## src/rtl/tt_fsm_pkg.sv

```systemverilog
package tt_fsm_pkg;
  localparam int IDX_W = 4;
  localparam int TBL_W = 1 << IDX_W;
  localparam int ST_W  = 2;

  typedef enum logic [1:0] {
    MODE_LUT     = 2'd0,
    MODE_QUAD    = 2'd1,
    MODE_PAIR    = 2'd2,
    MODE_LUT_ALT = 2'd3
  } mode_e;

  typedef enum logic [1:0] {
    SEL_NEXT0 = 2'd0,
    SEL_NEXT1 = 2'd1,
    SEL_OUT   = 2'd2,
    SEL_MODE  = 2'd3
  } sel_e;

  function automatic logic is_state_mode(mode_e m);
    return (m == MODE_QUAD) || (m == MODE_PAIR);
  endfunction
endpackage

```

## src/rtl/tt_rst_sync.sv

```systemverilog
module tt_rst_sync #(
  parameter int STAGES = 2
) (
  input  logic clk,
  input  logic rst_n,
  output logic rst_n_sync
);
  logic [STAGES-1:0] chain_q;
  logic [STAGES-1:0] chain_d;

  always_comb begin
    chain_d = {chain_q[STAGES-2:0], 1'b1};
  end

  always_ff @(posedge clk or negedge rst_n) begin
    if (!rst_n) chain_q <= '0;
    else        chain_q <= chain_d;
  end

  assign rst_n_sync = chain_q[STAGES-1];
endmodule

```

## src/rtl/tt_table.sv

```systemverilog
module tt_table #(
  parameter int IDX_W = 4,
  localparam int TBL_W = 1 << IDX_W
) (
  input  logic [TBL_W-1:0] word,
  input  logic [IDX_W-1:0] idx,
  output logic             bit_o
);
  // Binary mux tree: level l reduces 2^(IDX_W-l) candidates by index bit l.
  logic [TBL_W-1:0] lvl [IDX_W+1];

  assign lvl[0] = word;

  for (genvar l = 0; l < IDX_W; l++) begin : g_lvl
    localparam int N = TBL_W >> (l + 1);
    always_comb begin
      lvl[l+1] = '0;
      for (int j = 0; j < N; j++) begin
        lvl[l+1][j] = idx[l] ? lvl[l][2*j+1] : lvl[l][2*j];
      end
    end
  end

  assign bit_o = lvl[IDX_W][0];
endmodule

```

## src/rtl/tt_cfg_regs.sv

```systemverilog
module tt_cfg_regs
  import tt_fsm_pkg::*;
#(
  parameter int W = TBL_W
) (
  input  logic         clk,
  input  logic         rst_n,
  input  logic         cfg_we,
  input  logic [1:0]   cfg_sel,
  input  logic [W-1:0] cfg_wdata,
  output logic [W-1:0] next0_word,
  output logic [W-1:0] next1_word,
  output logic [W-1:0] out_word,
  output mode_e        mode
);
  localparam int NWORDS = 3;

  logic [W-1:0] word_q [NWORDS];
  logic [W-1:0] word_d [NWORDS];
  logic         word_en [NWORDS];
  logic [1:0]   mode_q, mode_d;
  logic         mode_en;

  for (genvar i = 0; i < NWORDS; i++) begin : g_word
    always_comb begin
      word_en[i] = cfg_we && (cfg_sel == 2'(i));
      word_d[i]  = word_en[i] ? cfg_wdata : word_q[i];
    end

    always_ff @(posedge clk or negedge rst_n) begin
      if (!rst_n)          word_q[i] <= '0;
      else if (word_en[i]) word_q[i] <= word_d[i];
    end
  end

  always_comb begin
    mode_en = cfg_we && (sel_e'(cfg_sel) == SEL_MODE);
    mode_d  = mode_en ? cfg_wdata[1:0] : mode_q;
  end

  always_ff @(posedge clk or negedge rst_n) begin
    if (!rst_n)       mode_q <= 2'(MODE_LUT);
    else if (mode_en) mode_q <= mode_d;
  end

  assign next0_word = word_q[SEL_NEXT0];
  assign next1_word = word_q[SEL_NEXT1];
  assign out_word   = word_q[SEL_OUT];
  assign mode       = mode_e'(mode_q);


  out_write_chk: assert property (@(posedge clk) disable iff (!rst_n)
    (cfg_we && cfg_sel == 2'(SEL_OUT)) |=> (out_word == $past(cfg_wdata)));


  mode_write_chk: assert property (@(posedge clk) disable iff (!rst_n)
    (cfg_we && cfg_sel == 2'(SEL_MODE)) |=> (2'(mode) == $past(cfg_wdata[1:0])));
endmodule

```

## src/rtl/tt_state.sv

```systemverilog
module tt_state
  import tt_fsm_pkg::*;
(
  input  logic             clk,
  input  logic             rst_n,
  input  mode_e            mode,
  input  logic [TBL_W-1:0] next0_word,
  input  logic [TBL_W-1:0] next1_word,
  input  logic [1:0]       ev,
  output logic [ST_W-1:0]  state
);
  logic [ST_W-1:0]  s_q, s_d, raw;
  logic [TBL_W-1:0] tbl [ST_W];
  logic [IDX_W-1:0] idx [ST_W];
  logic             run;
  logic             upd_en;

  assign tbl[0] = next0_word;
  assign tbl[1] = next1_word;

  for (genvar b = 0; b < ST_W; b++) begin : g_bit
    always_comb begin
      if (mode == MODE_PAIR) idx[b] = {1'b0, s_q[b], ev};
      else                   idx[b] = {s_q, ev};
    end

    tt_table #(.IDX_W(IDX_W)) u_next (
      .word (tbl[b]),
      .idx  (idx[b]),
      .bit_o(raw[b])
    );
  end

  always_comb begin
    run    = is_state_mode(mode);
    s_d    = run ? raw : '0;
    upd_en = run || (s_q != '0);
  end

  always_ff @(posedge clk or negedge rst_n) begin
    if (!rst_n)      s_q <= '0;
    else if (upd_en) s_q <= s_d;
  end

  assign state = s_q;


  lut_clear_chk: assert property (@(posedge clk) disable iff (!rst_n)
    (!is_state_mode(mode)) |=> (s_q == '0));


  pair_iso0_chk: assert property (@(posedge clk) disable iff (!rst_n)
    (mode == MODE_PAIR) |=> (s_q[0] == $past(next0_word[{1'b0, s_q[0], ev}])));


  pair_iso1_chk: assert property (@(posedge clk) disable iff (!rst_n)
    (mode == MODE_PAIR) |=> (s_q[1] == $past(next1_word[{1'b0, s_q[1], ev}])));


  quad_step_chk: assert property (@(posedge clk) disable iff (!rst_n)
    (mode == MODE_QUAD) |=> (s_q == {$past(next1_word[{s_q, ev}]), $past(next0_word[{s_q, ev}])}));
endmodule

```

## src/rtl/tt_fsm.sv

```systemverilog
module tt_fsm
  import tt_fsm_pkg::*;
#(
  parameter int SYNC_STAGES = 2
) (
  input  logic             clk,
  input  logic             rst_n,
  input  logic             cfg_we,
  input  logic [1:0]       cfg_sel,
  input  logic [TBL_W-1:0] cfg_wdata,
  input  logic [1:0]       ev_in,
  input  logic [1:0]       aux_in,
  output logic [ST_W-1:0]  state_out,
  output logic             y_out
);
  logic             rst_n_sync;
  logic [TBL_W-1:0] next0_word, next1_word, out_word;
  mode_e            mode;
  logic [ST_W-1:0]  state;
  logic [IDX_W-1:0] out_idx;

  tt_rst_sync #(.STAGES(SYNC_STAGES)) u_rst (
    .clk       (clk),
    .rst_n     (rst_n),
    .rst_n_sync(rst_n_sync)
  );

  tt_cfg_regs u_cfg (
    .clk       (clk),
    .rst_n     (rst_n_sync),
    .cfg_we    (cfg_we),
    .cfg_sel   (cfg_sel),
    .cfg_wdata (cfg_wdata),
    .next0_word(next0_word),
    .next1_word(next1_word),
    .out_word  (out_word),
    .mode      (mode)
  );

  tt_state u_state (
    .clk       (clk),
    .rst_n     (rst_n_sync),
    .mode      (mode),
    .next0_word(next0_word),
    .next1_word(next1_word),
    .ev        (ev_in),
    .state     (state)
  );

  always_comb begin
    if (is_state_mode(mode)) out_idx = {state, ev_in};
    else                     out_idx = {aux_in, ev_in};
  end

  tt_table #(.IDX_W(IDX_W)) u_out (
    .word (out_word),
    .idx  (out_idx),
    .bit_o(y_out)
  );

  assign state_out = state;


  reset_state_chk: assert property (@(posedge clk)
    (!rst_n_sync) |-> (state_out == '0));


  aux_blind_chk: assert property (@(posedge clk) disable iff (!rst_n_sync)
    (is_state_mode(mode) && $stable(mode) && $stable(state_out) && $stable(ev_in)
     && $stable(out_word)) |-> $stable(y_out));
endmodule

```

## config.mk

```make
export PLATFORM = sky130hd
export DESIGN_NAME = tt_fsm
export DESIGN_NICKNAME = d
export VERILOG_FILES = /design/src/rtl/tt_fsm_pkg.sv /design/src/rtl/tt_rst_sync.sv /design/src/rtl/tt_table.sv /design/src/rtl/tt_cfg_regs.sv /design/src/rtl/tt_state.sv /design/src/rtl/tt_fsm.sv
export SDC_FILE = /design/constraint.sdc
export NUM_CORES = 1
export LEC_CHECK = 0
export BUFFER_PORTS_ARGS = -buffer_cell sky130_fd_sc_hd__buf_4
export CAP_MARGIN = 20
export CELL_PAD_IN_SITES_DETAIL_PLACEMENT = 1
export CELL_PAD_IN_SITES_GLOBAL_PLACEMENT = 2
export CORE_ASPECT_RATIO = 2
export CORE_MARGIN = 3
export CORE_UTILIZATION = 43
export DETAILED_ROUTE_END_ITERATION = 6
export PLACE_DENSITY = 0.79
export SYNTH_ARGS = -nofsm -noshare
export SYNTH_HDL_FRONTEND = slang
export SYNTH_HIERARCHICAL = 1
export SYNTH_SLANG_ARGS = --single-unit
```

## constraint.sdc

```tcl
create_clock -name clk -period 1.92 [get_ports clk]
set_input_delay 0.288 -clock clk [delete_from_list [all_inputs] [get_ports clk]]
set_output_delay 0.288 -clock clk [all_outputs]
set_load 0.005 [all_outputs]
```

* Yosys cells after proc, flatten, opt, wreduce, memory -nomap -nowiden
Cells that the tools add are included.
** Storage, ports and cells
- Word-level logic and storage cells :: 68
- Bits in registers :: 54
- Bits of input ports :: 25
- Output and inout bits :: 3
** Cells by class
- Muxes and demuxes :: 49
- Equal/unequal tests :: 5
- Reductions and logical operators :: 8
** Operators by type and width (number)
- 1-bit 2-to-1 mux :: 45
- 4-bit 2-to-1 mux :: 3
- 2-bit == test, second input constant :: 3
- 2-bit by 1-bit == test with 1-bit output, second input constant :: 2
- 1-bit logical AND :: 4
- 2-bit logical NOT :: 1
- 1-bit logical OR :: 2
- 2-bit 2-to-1 mux :: 1
- 2-bit nonzero test :: 1

* Longest topological paths before layout
- Word-level depth :: 7
- Depth in mapped cells :: 6
- Mapped depth without buffers :: 6

* Modules after synthesis
Netlist, hierarchy kept.
** By module, submodules not included
- tt_cfg_regs :: times used 1, area each 1893.1 um^2, cells an instance 107, sequential area each 1251.2 um^2
- tt_table :: times used 3, area each 135.1 um^2, cells an instance 7, sequential area each 0.0 um^2
- tt_state :: times used 1, area each 110.1 um^2, cells an instance 9, sequential area each 50.0 um^2
- tt_rst_sync :: times used 1, area each 53.8 um^2, cells an instance 3, sequential area each 50.0 um^2
- tt_fsm :: times used 1, area each 31.3 um^2, cells an instance 3, sequential area each 0.0 um^2

* Least setup slack after synthesis
Ideal clock, no wire load.
- Path kind :: register to output
- Start point :: reg u_cfg.mode_q[0] (netlist: u_cfg/mode[0])
- End point :: out y_out
- Slack :: 0.380 ns
- Arrival time :: 1.252 ns
- Required time :: 1.632 ns
- Path buffers :: 0
- Cell stages (with the launch flop) :: 5
- Cells stage by stage :: dfrtp_1 > xnor2_1 > mux2_1 > mux2i_1 > mux2i_1
** Between the ends
- Elaborated cells on any way between the ends :: 7
- Classes of those cells :: eq/ne: 2; mux: 4; reduce/logical: 1
** RTL lines
- start, declared :: line tt_cfg_regs.sv:21 : logic [1:0] mode_q, mode_d;
- start signal, assigned :: line tt_cfg_regs.sv:42 : if (!rst_n) mode_q <= 2'(MODE_LUT);
- start signal, assigned :: line tt_cfg_regs.sv:43 : else if (mode_en) mode_q <= mode_d;
- 2-bit by 1-bit == test with 1-bit output or 2-bit == test (tied branches) :: line tt_fsm_pkg.sv:21 : return (m == MODE_QUAD) || (m == MODE_PAIR);
- 1-bit logical OR * :: line tt_fsm_pkg.sv:21
- 4-bit 2-to-1 mux * :: line tt_fsm.sv:51 : if (is_state_mode(mode)) out_idx = {state, ev_in};
- named net out_idx[3] :: line tt_fsm.sv:20 : logic [IDX_W-1:0] out_idx;
- 1-bit 2-to-1 mux * :: line tt_table.sv:19 : lvl[l+1][j] = idx[l] ? lvl[l][2*j+1] : lvl[l][2*j];
- end, declared :: line tt_fsm.sv:14 : output logic y_out
Mark *: on every way through the listed nets, which the timed path passes. The rest lies on a longest branch.

* Final worst setup path
Ends and elaborated chain as after synthesis.

==> summary.txt <==
Final Max Tran Viols -> 0
Crit Path Class -> flip-flop to output pin
Top Ports -> 28
Layout cells sized above 1 -> 0.552
Global placer's final weighted congestion -> 0.708
Failing checks -> setup timing
Syn_nets -> 169
Unrepaired setup endpoints after global routing -> true
Sw power -> 729 µW
Worst slew pin tran -> 0.555 ns
Worst path required time -> 1.63 ns
Area grow syn2layout -> 17.0%
Seq pwr share -> 0.510
Grt ovf -> 0
Post-layout minimum cycle time -> 1.98 ns
Post-Syn Area -> 2490 µm²
Die X -> 59.8 µm
Hpwl dp -> 3940 µm
Final WS setup -> -0.0627 ns
Final clock skew -> 0.00475 ns
H-tree levels -> 2
Die Y-Extent -> 114 µm
Layout Utilization -> 0.529
Synth Register Bits -> 54
Vias in the first global route -> 1557
Comb power frac -> 0.240
Netlist cell types -> 18
Initial DRC Count -> 29
Status -> complete, but fails checks
Via count -> 1357
Total negative slack -> -0.0627 ns
First-pass GRT wire length -> 8160 µm
Sequential-to-total area share from yosys stat -> 0.542
Worst VDD drop -> 0.000693 V
# rows -> 38
Final Hold Fails -> 0
Initial antenna violation count -> 0
1st-pass router iterations -> 4
Clk Latency, worst-skew pair -> 0.30 ns
Slew HR -> 0.630
DR DRC count -> 0
Initial Util -> 0.452
Die area -> 6800 µm²
Total GRT Usage -> 0.164
IO Port Bufs -> 27
Leakage -> 1.30 nW
Bufs on Longest Clock Path -> 2
Max-cap viol count -> 0
Yosys warning total -> 6
Cells after Synth -> 143
Antenna Cells -> 0
WP data arrival -> 1.69 ns
Clock Power Share -> 0.250
TritonCTS clock tree -> yes
Filler cells -> 543
CTS Buf Count -> 5
WL/cell -> 21.0 µm
Worst hold start -> cfg_wdata[5]
Crit-path max FO -> 2
Area after DPL -> 2760 µm²
Vias per cell -> 5.63
Worst Hold Class -> input port to flip-flop
Crit path from -> u_cfg/mode[0]$_DFFE_PN0P_
Critical Path End Type -> output pin
Largest net degree at the start of global routing -> 27
Root buffer cell -> clkbuf_8
Max Fclk -> 504 MHz
Internal Pwr Total -> 2.20 mW
Routed wire length -> 5060 µm
Final Cycle Share -> 1.03
CTS clock-pin slew for the worst setup and hold paths -> 0.09 ns
FF-to-FF Start -> u_cfg/mode[0]$_DFFE_PN0P_
Nets -> 206
CTS Sinks -> 54
Post-route ant nets -> 0
Sw frac -> 0.249
PwrDens -> 1010 nW/µm²
Cell area after layout -> 2920 µm²
Avg Inst Size Synth -> 17.4 µm²
Core ar. -> 5520 µm²
Critical path startpoint category -> flip-flop
# setup viols final -> 1
==> placed cells by master (no fill, tap or decap) <==
cell type,instances
conb_1,1
dfrtp_1,53
xnor2_2,1
nor2b_1,2
ha_1,1
nand3_1,1
inv_1,1
nand3b_2,2
mux2i_2,1
mux2_2,50
bufinv_16,1
mux2i_1,8
clkinvlp_4,1
mux4_1,12
clkbuf_8,5
dlygate4sd3_1,1
and2b_2,1
buf_4,33
dfrtp_2,1
mux2_4,3
nor3b_4,1
clkbuf_1,1
==> layer usage <==
metal	up-vias	track usage	share of wire
li1	616	-	-
met1	719	0.181	0.36
met4	0	0.0444	0.0067
met5	-	0	0
met2	20	0.309	0.61
met3	2	0.0260	0.028
==> final timing paths <==
| kind | to | slack [ns] | cells past startpoint |
|---|---|---|---|
| worst min-delay path | u_cfg/next1_word[5]$_DFFE_PN0P_ | 0.24 | 2 |
| min in group asynchronous | u_cfg/next0_word[11]$_DFFE_PN0P_ | 0.26 | 0 |
| worst max register to register | u_state/state[1]$_DFFE_PN0P_ | 0.33 | 7 |
| max in group asynchronous | u_cfg/out_word[14]$_DFFE_PN0P_ | 1.03 | 1 |
| worst max-delay path | y_out | -0.06 | 5 |
| worst min register to register | u_cfg/next0_word[11]$_DFFE_PN0P_ | 0.26 | 0 |
==> sequential cells by signal, summed over array words and instances (netlist names) <==
register / count
u_cfg/mode: 2
u_cfg/next1_word: 16
u_cfg/out_word: 16
u_state/state: 2
u_rst/chain_q: 2
u_cfg/next0_word: 16
==> through the flow <==
stage          setup slack (ns)  instances  hold slack [ns]  total power, mW
6_report                -0.0627        241            0.236             2.93
5_1_grt                  -0.124        241            0.220             3.10
4_1_cts                 -0.0900        241            0.228             2.97
3_5_place_dp              0.146        230           0.0712             2.19
3_3_place_gp              0.219        230           0.0704             2.13
2_1_floorplan             0.305        143         -0.00759             1.93
==> worst max-delay path, cell delays in order, from the launching register on <==
cell and delay, ns:
dfrtp_1 0.41, xnor2_2 0.21, mux2_4 0.34, mux2i_2 0.15, mux2i_1 0.15, buf_4 0.13
==> final cells by class <==
class,instances,area (µm²),share of cell area
Timing Repair Buffer,34,258,0.0884
Sequential cell,54,1350,0.464
Inverter,1,3.75,0.00129
Clock buffer,6,72.6,0.0249
Clock inverter,2,37.5,0.0129
Tap cell,60,75.1,0.0257
Multi-Input combinational cell,84,1120,0.383
==> kinds of logic after synthesis <==
logic type,after synthesis,synth area share
xor gates and xnor gates,1,0.00351
DFF,54,0.542
other,1,0.00150
and+or+nand+nor,7,0.0271
adders and majority gates,1,0.00502
muxes,74,0.403
buffers and inverters,5,0.0176
==> cells in the mapped netlist, drive strengths merged <==
master	n	area, µm²
ha	1	12.5
clkbuf	1	13.8
mux2	53	601
buf	3	26.3
dfrtp	54	1350
and2b	1	8.76
mux2i	9	90.1
nor2b	2	12.5
conb	1	3.75
nor3b	1	18.8
mux4	12	315
inv	1	3.75
nand3b	2	22.5
xnor2	1	8.76
nand3	1	5.00
==> power by group through the flow <==
stage | combinational, mW | clock [mW] | sequential (mW)
6_report | 0.704 | 0.734 | 1.49
5_1_grt | 0.763 | 0.812 | 1.52
4_1_cts | 0.711 | 0.761 | 1.50
3_5_place_dp | 0.667 | 0 | 1.52
3_3_place_gp | 0.626 | 0 | 1.50
2_1_floorplan | 0.473 | 0 | 1.46
==> timing repair <==
item                                    4_1_cts  5_1_grt
pin swaps                                     1        1
endpoints found under the hold margin         2        0
buffers inserted                              2        0
resized for setup                             4        1
endpoints found under the setup margin        1        1
hold buffers                                  1        0
Power figures use the tool's default switching activity.
